**config.mk**
```make
export PLATFORM = sky130hd
export DESIGN_NAME = nmi_trap_ctrl
export DESIGN_NICKNAME = d
export VERILOG_FILES = /design/src/rtl/nmi_trap_pkg.sv /design/src/rtl/nmi_pin_sync.sv /design/src/rtl/nmi_edge_det.sv /design/src/rtl/nmi_req_ctrl.sv /design/src/rtl/nmi_reg_if.sv /design/src/rtl/nmi_trap_ctrl.sv
export SDC_FILE = /design/constraint.sdc
export NUM_CORES = 1
export LEC_CHECK = 0
export BUFFER_PORTS_ARGS = -buffer_cell sky130_fd_sc_hd__buf_2
export CORE_AREA = 2 2 39 41
export DETAILED_ROUTE_END_ITERATION = 12
export DIE_AREA = 0 0 41 43
export PLACE_DENSITY = 0.64
export SLEW_MARGIN = 15
export SYNTH_ARGS = -nofsm -noshare
export SYNTH_HDL_FRONTEND = slang
export SYNTH_SLANG_ARGS = --single-unit
```
**constraint.sdc**
```tcl
create_clock -name clk -period 1.05 [get_ports clk]
set_input_delay 0.105 -clock clk [delete_from_list [all_inputs] [get_ports clk]]
set_output_delay 0.105 -clock clk [all_outputs]
set_load 0.005 [all_outputs]
```
**src/rtl/nmi_trap_pkg.sv**
```systemverilog
// Package: shared widths, register addresses and bit positions of the
// external NMI trap controller. Assumes a byte-wide register bus.
package nmi_trap_pkg;

    localparam int DATA_W = 8;
    localparam int ADDR_W = 2;

    localparam logic [ADDR_W-1:0] STATUS_ADDR = 2'd0;
    localparam logic [ADDR_W-1:0] CTRL_ADDR   = 2'd1;

    localparam int ST_FLAG_BIT = 0;
    localparam int CT_EN_BIT   = 0;
    localparam int CT_PIN_BIT  = 1;
    localparam int CT_LOCK_BIT = 2;

    // Decoded bus access for one cycle.
    typedef struct packed {
        logic status_rd;
        logic ctrl_rd;
        logic ctrl_wr;
    } reg_access_t;

    // Fields a control write may carry.
    typedef struct packed {
        logic en;
        logic lock;
    } ctrl_wr_t;

endpackage

```
**src/rtl/nmi_pin_sync.sv**
```systemverilog
// Module: nmi_pin_sync
// Brings the asynchronous NMI pin into the clock domain through a
// chain of STAGES flops. Assumes STAGES >= 2. The chain resets to
// RESET_LEVEL (idle-high pin), so no false falling edge is seen
// right after reset.
module nmi_pin_sync #(
    parameter int   STAGES      = 2,
    parameter logic RESET_LEVEL = 1'b1
) (
    input  logic clk,
    input  logic rst_n,
    input  logic pin_i,
    output logic level_o
);

    logic [STAGES-1:0] stage_q;

    for (genvar i = 0; i < STAGES; i++) begin : g_stage
        if (i == 0) begin : g_first
            // First flop: sample the raw pin.
            always_ff @(posedge clk) begin
                if (!rst_n) stage_q[0] <= RESET_LEVEL;
                else        stage_q[0] <= pin_i;
            end
        end else begin : g_next
            // Later flops: pass the previous stage on.
            always_ff @(posedge clk) begin
                if (!rst_n) stage_q[i] <= RESET_LEVEL;
                else        stage_q[i] <= stage_q[i-1];
            end
        end
    end

    assign level_o = stage_q[STAGES-1];

endmodule

```
**src/rtl/nmi_edge_det.sv**
```systemverilog
// Module: nmi_edge_det
// Flags a 1-to-0 transition of the synchronized pin level. Assumes
// level_i is already synchronous. fall_o is high for one cycle.
module nmi_edge_det (
    input  logic clk,
    input  logic rst_n,
    input  logic level_i,
    output logic fall_o
);

    logic prev_q;

    // Remember the level of the previous cycle.
    always_ff @(posedge clk) begin
        if (!rst_n) prev_q <= 1'b1;
        else        prev_q <= level_i;
    end

    assign fall_o = prev_q & ~level_i;

    AST_FALL_ONE_CYCLE: assert property (@(posedge clk) disable iff (!rst_n)
        fall_o |=> !fall_o);

endmodule

```
**src/rtl/nmi_req_ctrl.sv**
```systemverilog
// Module: nmi_req_ctrl
// Holds the pending request flag, the one-shot enable, the sticky lock
// and the armed state, and forms the trap request. Assumes fall_i is
// a single-cycle pulse. An edge wins over a clearing read, and the
// hardware clear of the enable wins over a software set.
module nmi_req_ctrl
    import nmi_trap_pkg::*;
(
    input  logic        clk,
    input  logic        rst_n,
    input  logic        fall_i,
    input  reg_access_t acc_i,
    input  ctrl_wr_t    wr_i,
    output logic        flag_o,
    output logic        en_o,
    output logic        lock_o,
    output logic        trap_req_o
);

    logic flag_q;
    logic en_q;
    logic lock_q;
    logic armed_q;
    logic enabled_now;
    logic armed_keep;

    assign enabled_now = en_q | lock_q;
    assign armed_keep  = armed_q & ~acc_i.status_rd;

    // Pending flag: set by an edge, cleared by a status read.
    always_ff @(posedge clk) begin
        if (!rst_n)               flag_q <= 1'b0;
        else if (fall_i)          flag_q <= 1'b1;
        else if (acc_i.status_rd) flag_q <= 1'b0;
    end

    // Armed: the request was enabled when it arrived.
    always_ff @(posedge clk) begin
        if (!rst_n)               armed_q <= 1'b0;
        else if (fall_i)          armed_q <= armed_keep | enabled_now;
        else if (acc_i.status_rd) armed_q <= 1'b0;
    end

    // One-shot enable: hardware clear first, then software write rules.
    always_ff @(posedge clk) begin
        if (!rst_n)             en_q <= 1'b0;
        else if (fall_i)        en_q <= 1'b0;
        else if (acc_i.ctrl_wr) begin
            if (!wr_i.en)       en_q <= 1'b0;
            else if (!flag_q)   en_q <= 1'b1;
        end
    end

    // Lock-enable: set by software, cleared only by reset.
    always_ff @(posedge clk) begin
        if (!rst_n)                        lock_q <= 1'b0;
        else if (acc_i.ctrl_wr && wr_i.lock) lock_q <= 1'b1;
    end

    assign trap_req_o = flag_q & (armed_q | lock_q);
    assign flag_o     = flag_q;
    assign en_o       = en_q;
    assign lock_o     = lock_q;

    AST_FLAG_FROM_EDGE: assert property (@(posedge clk) disable iff (!rst_n)
        $rose(flag_q) |-> $past(fall_i));
    AST_READ_CLEARS: assert property (@(posedge clk) disable iff (!rst_n)
        (acc_i.status_rd && !fall_i) |=> !flag_q);
    AST_EDGE_BEATS_READ: assert property (@(posedge clk) disable iff (!rst_n)
        (acc_i.status_rd && fall_i) |=> flag_q);
    AST_EN_DROPS_ON_EDGE: assert property (@(posedge clk) disable iff (!rst_n)
        fall_i |=> !en_q);
    AST_EN_NO_SET_PENDING: assert property (@(posedge clk) disable iff (!rst_n)
        $rose(en_q) |-> !$past(flag_q));
    AST_LOCK_STICKY: assert property (@(posedge clk) disable iff (!rst_n)
        lock_q |=> lock_q);
    AST_LOCK_FORCES_TRAP: assert property (@(posedge clk) disable iff (!rst_n)
        (lock_q && flag_q) |-> trap_req_o);
    AST_TRAP_NEEDS_FLAG: assert property (@(posedge clk) disable iff (!rst_n)
        trap_req_o |-> flag_q);

endmodule

```
**src/rtl/nmi_reg_if.sv**
```systemverilog
// Module: nmi_reg_if
// Decodes the register bus and returns registered read data one cycle
// after a read strobe. Assumes one strobe per access. Unknown addresses
// read 0 and writes to them are dropped.
module nmi_reg_if
    import nmi_trap_pkg::*;
(
    input  logic              clk,
    input  logic              rst_n,
    input  logic              bus_en_i,
    input  logic              bus_wr_i,
    input  logic [ADDR_W-1:0] bus_addr_i,
    input  logic [DATA_W-1:0] bus_wdata_i,
    input  logic              flag_i,
    input  logic              en_i,
    input  logic              pin_i,
    input  logic              lock_i,
    output reg_access_t       acc_o,
    output ctrl_wr_t          wr_o,
    output logic [DATA_W-1:0] rdata_o
);

    logic [DATA_W-1:0] rdata_d;
    logic [DATA_W-1:0] rdata_q;
    logic              any_rd;
    logic              unused_wdata;

    assign unused_wdata = ^bus_wdata_i[DATA_W-1:CT_LOCK_BIT+1] ^ bus_wdata_i[CT_PIN_BIT];

    // Decode the strobe into per-register accesses.
    always_comb begin
        acc_o           = '0;
        acc_o.status_rd = bus_en_i && !bus_wr_i && (bus_addr_i == STATUS_ADDR);
        acc_o.ctrl_rd   = bus_en_i && !bus_wr_i && (bus_addr_i == CTRL_ADDR);
        acc_o.ctrl_wr   = bus_en_i &&  bus_wr_i && (bus_addr_i == CTRL_ADDR);
    end

    assign wr_o.en   = bus_wdata_i[CT_EN_BIT];
    assign wr_o.lock = bus_wdata_i[CT_LOCK_BIT];
    assign any_rd    = bus_en_i && !bus_wr_i;

    // Build the read word for the addressed register.
    always_comb begin
        rdata_d = '0;
        if (acc_o.status_rd) begin
            rdata_d[ST_FLAG_BIT] = flag_i;
        end else if (acc_o.ctrl_rd) begin
            rdata_d[CT_EN_BIT]   = en_i;
            rdata_d[CT_PIN_BIT]  = pin_i;
            rdata_d[CT_LOCK_BIT] = lock_i;
        end
    end

    // Register the read word on every read strobe.
    always_ff @(posedge clk) begin
        if (!rst_n)      rdata_q <= '0;
        else if (any_rd) rdata_q <= rdata_d;
    end

    assign rdata_o = rdata_q;

    AST_STATUS_RSVD_ZERO: assert property (@(posedge clk) disable iff (!rst_n)
        $past(acc_o.status_rd) |-> (rdata_q[DATA_W-1:1] == '0));
    AST_CTRL_RSVD_ZERO: assert property (@(posedge clk) disable iff (!rst_n)
        $past(acc_o.ctrl_rd) |-> (rdata_q[DATA_W-1:CT_LOCK_BIT+1] == '0));
    AST_OTHER_ADDR_ZERO: assert property (@(posedge clk) disable iff (!rst_n)
        $past(any_rd && !acc_o.status_rd && !acc_o.ctrl_rd) |-> (rdata_q == '0));

endmodule

```
**src/rtl/nmi_trap_ctrl.sv**
```systemverilog
// Module: nmi_trap_ctrl (top)
// External NMI trap controller: it synchronizes the pin, detects falling
// edges, keeps the request and enable state, and serves the status and
// control registers. Assumes a single clock and a synchronous active-low
// reset, with the pin idle high.
module nmi_trap_ctrl
    import nmi_trap_pkg::*;
#(
    parameter int SYNC_STAGES = 2
) (
    input  logic              clk,
    input  logic              rst_n,
    input  logic              nmi_pin_i,
    input  logic              bus_en_i,
    input  logic              bus_wr_i,
    input  logic [ADDR_W-1:0] bus_addr_i,
    input  logic [DATA_W-1:0] bus_wdata_i,
    output logic [DATA_W-1:0] bus_rdata_o,
    output logic              trap_req_o
);

    logic        pin_level;
    logic        fall;
    logic        flag;
    logic        en;
    logic        lock;
    reg_access_t acc;
    ctrl_wr_t    wr;

    nmi_pin_sync #(
        .STAGES      (SYNC_STAGES),
        .RESET_LEVEL (1'b1)
    ) u_sync (
        .clk     (clk),
        .rst_n   (rst_n),
        .pin_i   (nmi_pin_i),
        .level_o (pin_level)
    );

    nmi_edge_det u_edge (
        .clk     (clk),
        .rst_n   (rst_n),
        .level_i (pin_level),
        .fall_o  (fall)
    );

    nmi_req_ctrl u_req (
        .clk        (clk),
        .rst_n      (rst_n),
        .fall_i     (fall),
        .acc_i      (acc),
        .wr_i       (wr),
        .flag_o     (flag),
        .en_o       (en),
        .lock_o     (lock),
        .trap_req_o (trap_req_o)
    );

    nmi_reg_if u_regs (
        .clk         (clk),
        .rst_n       (rst_n),
        .bus_en_i    (bus_en_i),
        .bus_wr_i    (bus_wr_i),
        .bus_addr_i  (bus_addr_i),
        .bus_wdata_i (bus_wdata_i),
        .flag_i      (flag),
        .en_i        (en),
        .pin_i       (pin_level),
        .lock_i      (lock),
        .acc_o       (acc),
        .wr_o        (wr),
        .rdata_o     (bus_rdata_o)
    );

    AST_RESET_CLEAN: assert property (@(posedge clk)
        !rst_n |=> (!trap_req_o && !flag && !en && !lock));
    AST_PIN_COPY: assert property (@(posedge clk) disable iff (!rst_n)
        $past(acc.ctrl_rd) |-> (bus_rdata_o[CT_PIN_BIT] == $past(pin_level)));

endmodule

```
==> metrics.yaml <==
floorplan:
  initial_core_util: 0.328
  fp.dieArea_sq_mm: 0.00176
  die_w_microns: 41
  die_h_microns: 43
  ios: 24
  core_sq_mm: 0.00138
  fp-row-count: 14
critical_path:
  crit_fanout: 4
  r2r-end: "u_regs.rdata_o[0]"
  reg2reg_depth: 3
  crit_family: "flip-flops"
  cp-start-kind: "flop"
  path_buf_inv: 1
  reg2reg_from: "u_req.en_o"
  r2r_slack_ns: 0.13
  worstSetupPathType: "flop to primary output"
  max_stage_delay_ns: 0.34
  required_ns: 0.94
  path_depth: 2
  arrival_ns: 0.89
  crit_slowest_cell: "dfxtp_2"
  cp-end-kind: "primary output"
  path_cells: "o21a_1 -> buf_2"
sta:
  slew_violations: 0
  rsz0062_at_grt: "no"
  fin_skew_ns: 0.00417
  tns_ns: 0
  hold_viol: 0
  fmax_mhz: 1010
  finalCritPeriodShare: 0.946
  setup_viol: 0
  fin_crit_ns: 0.993
clocking:
  root_buffer: "clkbuf_4"
  ctsHoldBuffers: 0
  cts_tree: "done"
  cts_made_buffers: 3
  clkLatencyLatePin_ns: 0.26
  clockBufferDepth: 2
  htreeDepth: 1
  clock_sinks: 10
  clk_pin_slew_ns: 0.06
route:
  vias_per_cell: 4.41
  vias: 348
  drtIter0Drc: 1
  drt_wl_total_microns: 732
  wl_per_cell_microns: 9.27
  drcViolationCount: 0
  ant_nets: 0
  drtPass1Iterations: 2
grt:
  grt_max_degree: 12
  grt-ovfl-total: 0
  grt_usage: 0.108
  grt_pass1_vias: 325
  grt_pass1_wl_microns: 1290
  grt_antenna_before_repair: 0
synth:
  yosysWarnings: 0
  synth_area_sq_um: 454
  synth_cell_types: 21
  yosysSeqAreaShare: 0.441
  avgSynthCellArea_sq_um: 9.46
  syn_inst: 48
  synth_seq_cells: 10
power:
  power_density_mw_per_mm2: 1460
  p_leak_nw: 0.253
  peakVddDrop_mv: 0.787
finish:
  multiInputGateArea_sq_um: 213
  nets: 79
  fillers: 151
  diodes: 0
  syn_to_final_growth_pct: 20.4
  finalInstanceArea_sq_um: 547
  seq_area_sq_um: 203
  drive_gt1_frac: 0.333
placement:
  dp_hpwl_microns: 584
  port_buffers: 12
  place.gp.congestion: 0.661
  place_area_sq_um: 508
hold_path:
  min_from: "nmi_pin_i"
  min_to: "u_sync.stage_q[0]"
  holdCritPathClass: "input pin to flop"
  hold-path-cell-count: 2
run_status:
  status: "finished, final reports clean"
job:
  max_cap_violations: 0
==> kinds of logic after synthesis <==
kind of cell,count (synthesis),share of synthesized area
flip-flops,10,0.441
multiplexers,1,0.0220
other,1,0.00826
AO/OA/AOI/OAI,9,0.160
buffers and inverters,8,0.124
AND/OR/NAND/NOR,19,0.245
==> registers in the layout (all words and copies together) (netlist names) <==
name and flops:
u_req.armed_q 1, u_req.en_o 1, u_req.lock_o 1, u_req.flag_o 1, u_sync.stage_q 1, u_regs.rdata_o 3, u_sync.level_o 1, u_edge.prev_q 1
==> where the power goes <==
group,switching [mW],internal (mW)
Combinational,0.0314,0.0311
Clock,0.130,0.210
Sequential,0.00601,0.390
==> metal layers <==
metal  vias to the layer above  track usage  part of all wire
met5                         -            0                 0
met2                        11        0.163              0.50
li1                        182            -                 -
met4                         0       0.0400                 0
met3                         0       0.0471             0.059
met1                       155        0.131              0.44
==> through the flow <==
step	hold WS, ns	setup WS, ns	power, mW	cells	utilization
after detailed placement	0.290	0.0242	0.468	75	0.367
final	0.0241	0.0567	0.799	79	0.395
after floorplan	0.178	0.178	0.454	52	-
after global routing	0.0237	0.00690	0.845	79	0.395
after global placement	0.284	0.0329	0.467	75	0.367
after CTS	0.0127	0.0240	0.814	79	0.393
==> worst reg2reg max path: stages (launching register included) <==
cell and delay, ns:
dfxtp_1 0.36, mux2i_1 0.08, or3_1 0.30, a21boi_1 0.11
==> synth_stat cells <==
cell | count | area, sq um
dfxtp_1 | 10 | 200
nand2_1 | 7 | 26.3
buf_4 | 5 | 37.5
a21boi_1 | 4 | 30.0
nand2b_1 | 3 | 18.8
inv_1 | 2 | 7.51
nand3_1 | 2 | 10.0
o21a_1 | 2 | 15.0
and2b_1 | 1 | 7.51
buf_6 | 1 | 11.3
conb_1 | 1 | 3.75
mux2i_1 | 1 | 10.0
nand3_2 | 1 | 10.0
nand4b_1 | 1 | 8.76
nor2_1 | 1 | 3.75
nor2b_1 | 1 | 6.26
o2111a_1 | 1 | 11.3
o2111ai_1 | 1 | 8.76
o21bai_1 | 1 | 7.51
or3_1 | 1 | 6.26
or4b_4 | 1 | 13.8
==> timing repair <==
action                                 in CTS  in global routing
endpoints found under the hold margin       0                  0
gates resized for setup                     0                  2
setup endpoints to repair                   0                  1
setup buffers                               0                  0
==> cell usage in the layout (no fill, tap or decap), drive strengths merged, types with 2 or more instances in the layout <==
master / synthesis / final
o21a: 2 / 2
a21boi: 4 / 4
nand2: 7 / 7
buf: 6 / 13
conb: 1 / 5
clkbuf: 0 / 4
inv: 2 / 2
dfxtp: 10 / 10
nand2b: 3 / 3
nand3: 3 / 3
==> cell type report <==
type,instances,area share
multi-input combinational,34,0.389
clock buffer,4,0.0664
sequential,10,0.371
inverter,2,0.0137
tap,16,0.0366
timing repair buffer,13,0.124
==> how the worst max path moves through the flow <==
stage                   end         start
2_1_floorplan  u_req.flag_o      bus_wr_i
3_3_place_gp   u_req.flag_o      bus_wr_i
3_5_place_dp   u_req.flag_o      bus_wr_i
4_1_cts          trap_req_o  u_req.lock_o
5_1_grt          trap_req_o  u_req.lock_o
6_report         trap_req_o  u_req.lock_o
No activity file was read; power rests on OpenSTA's default activity.
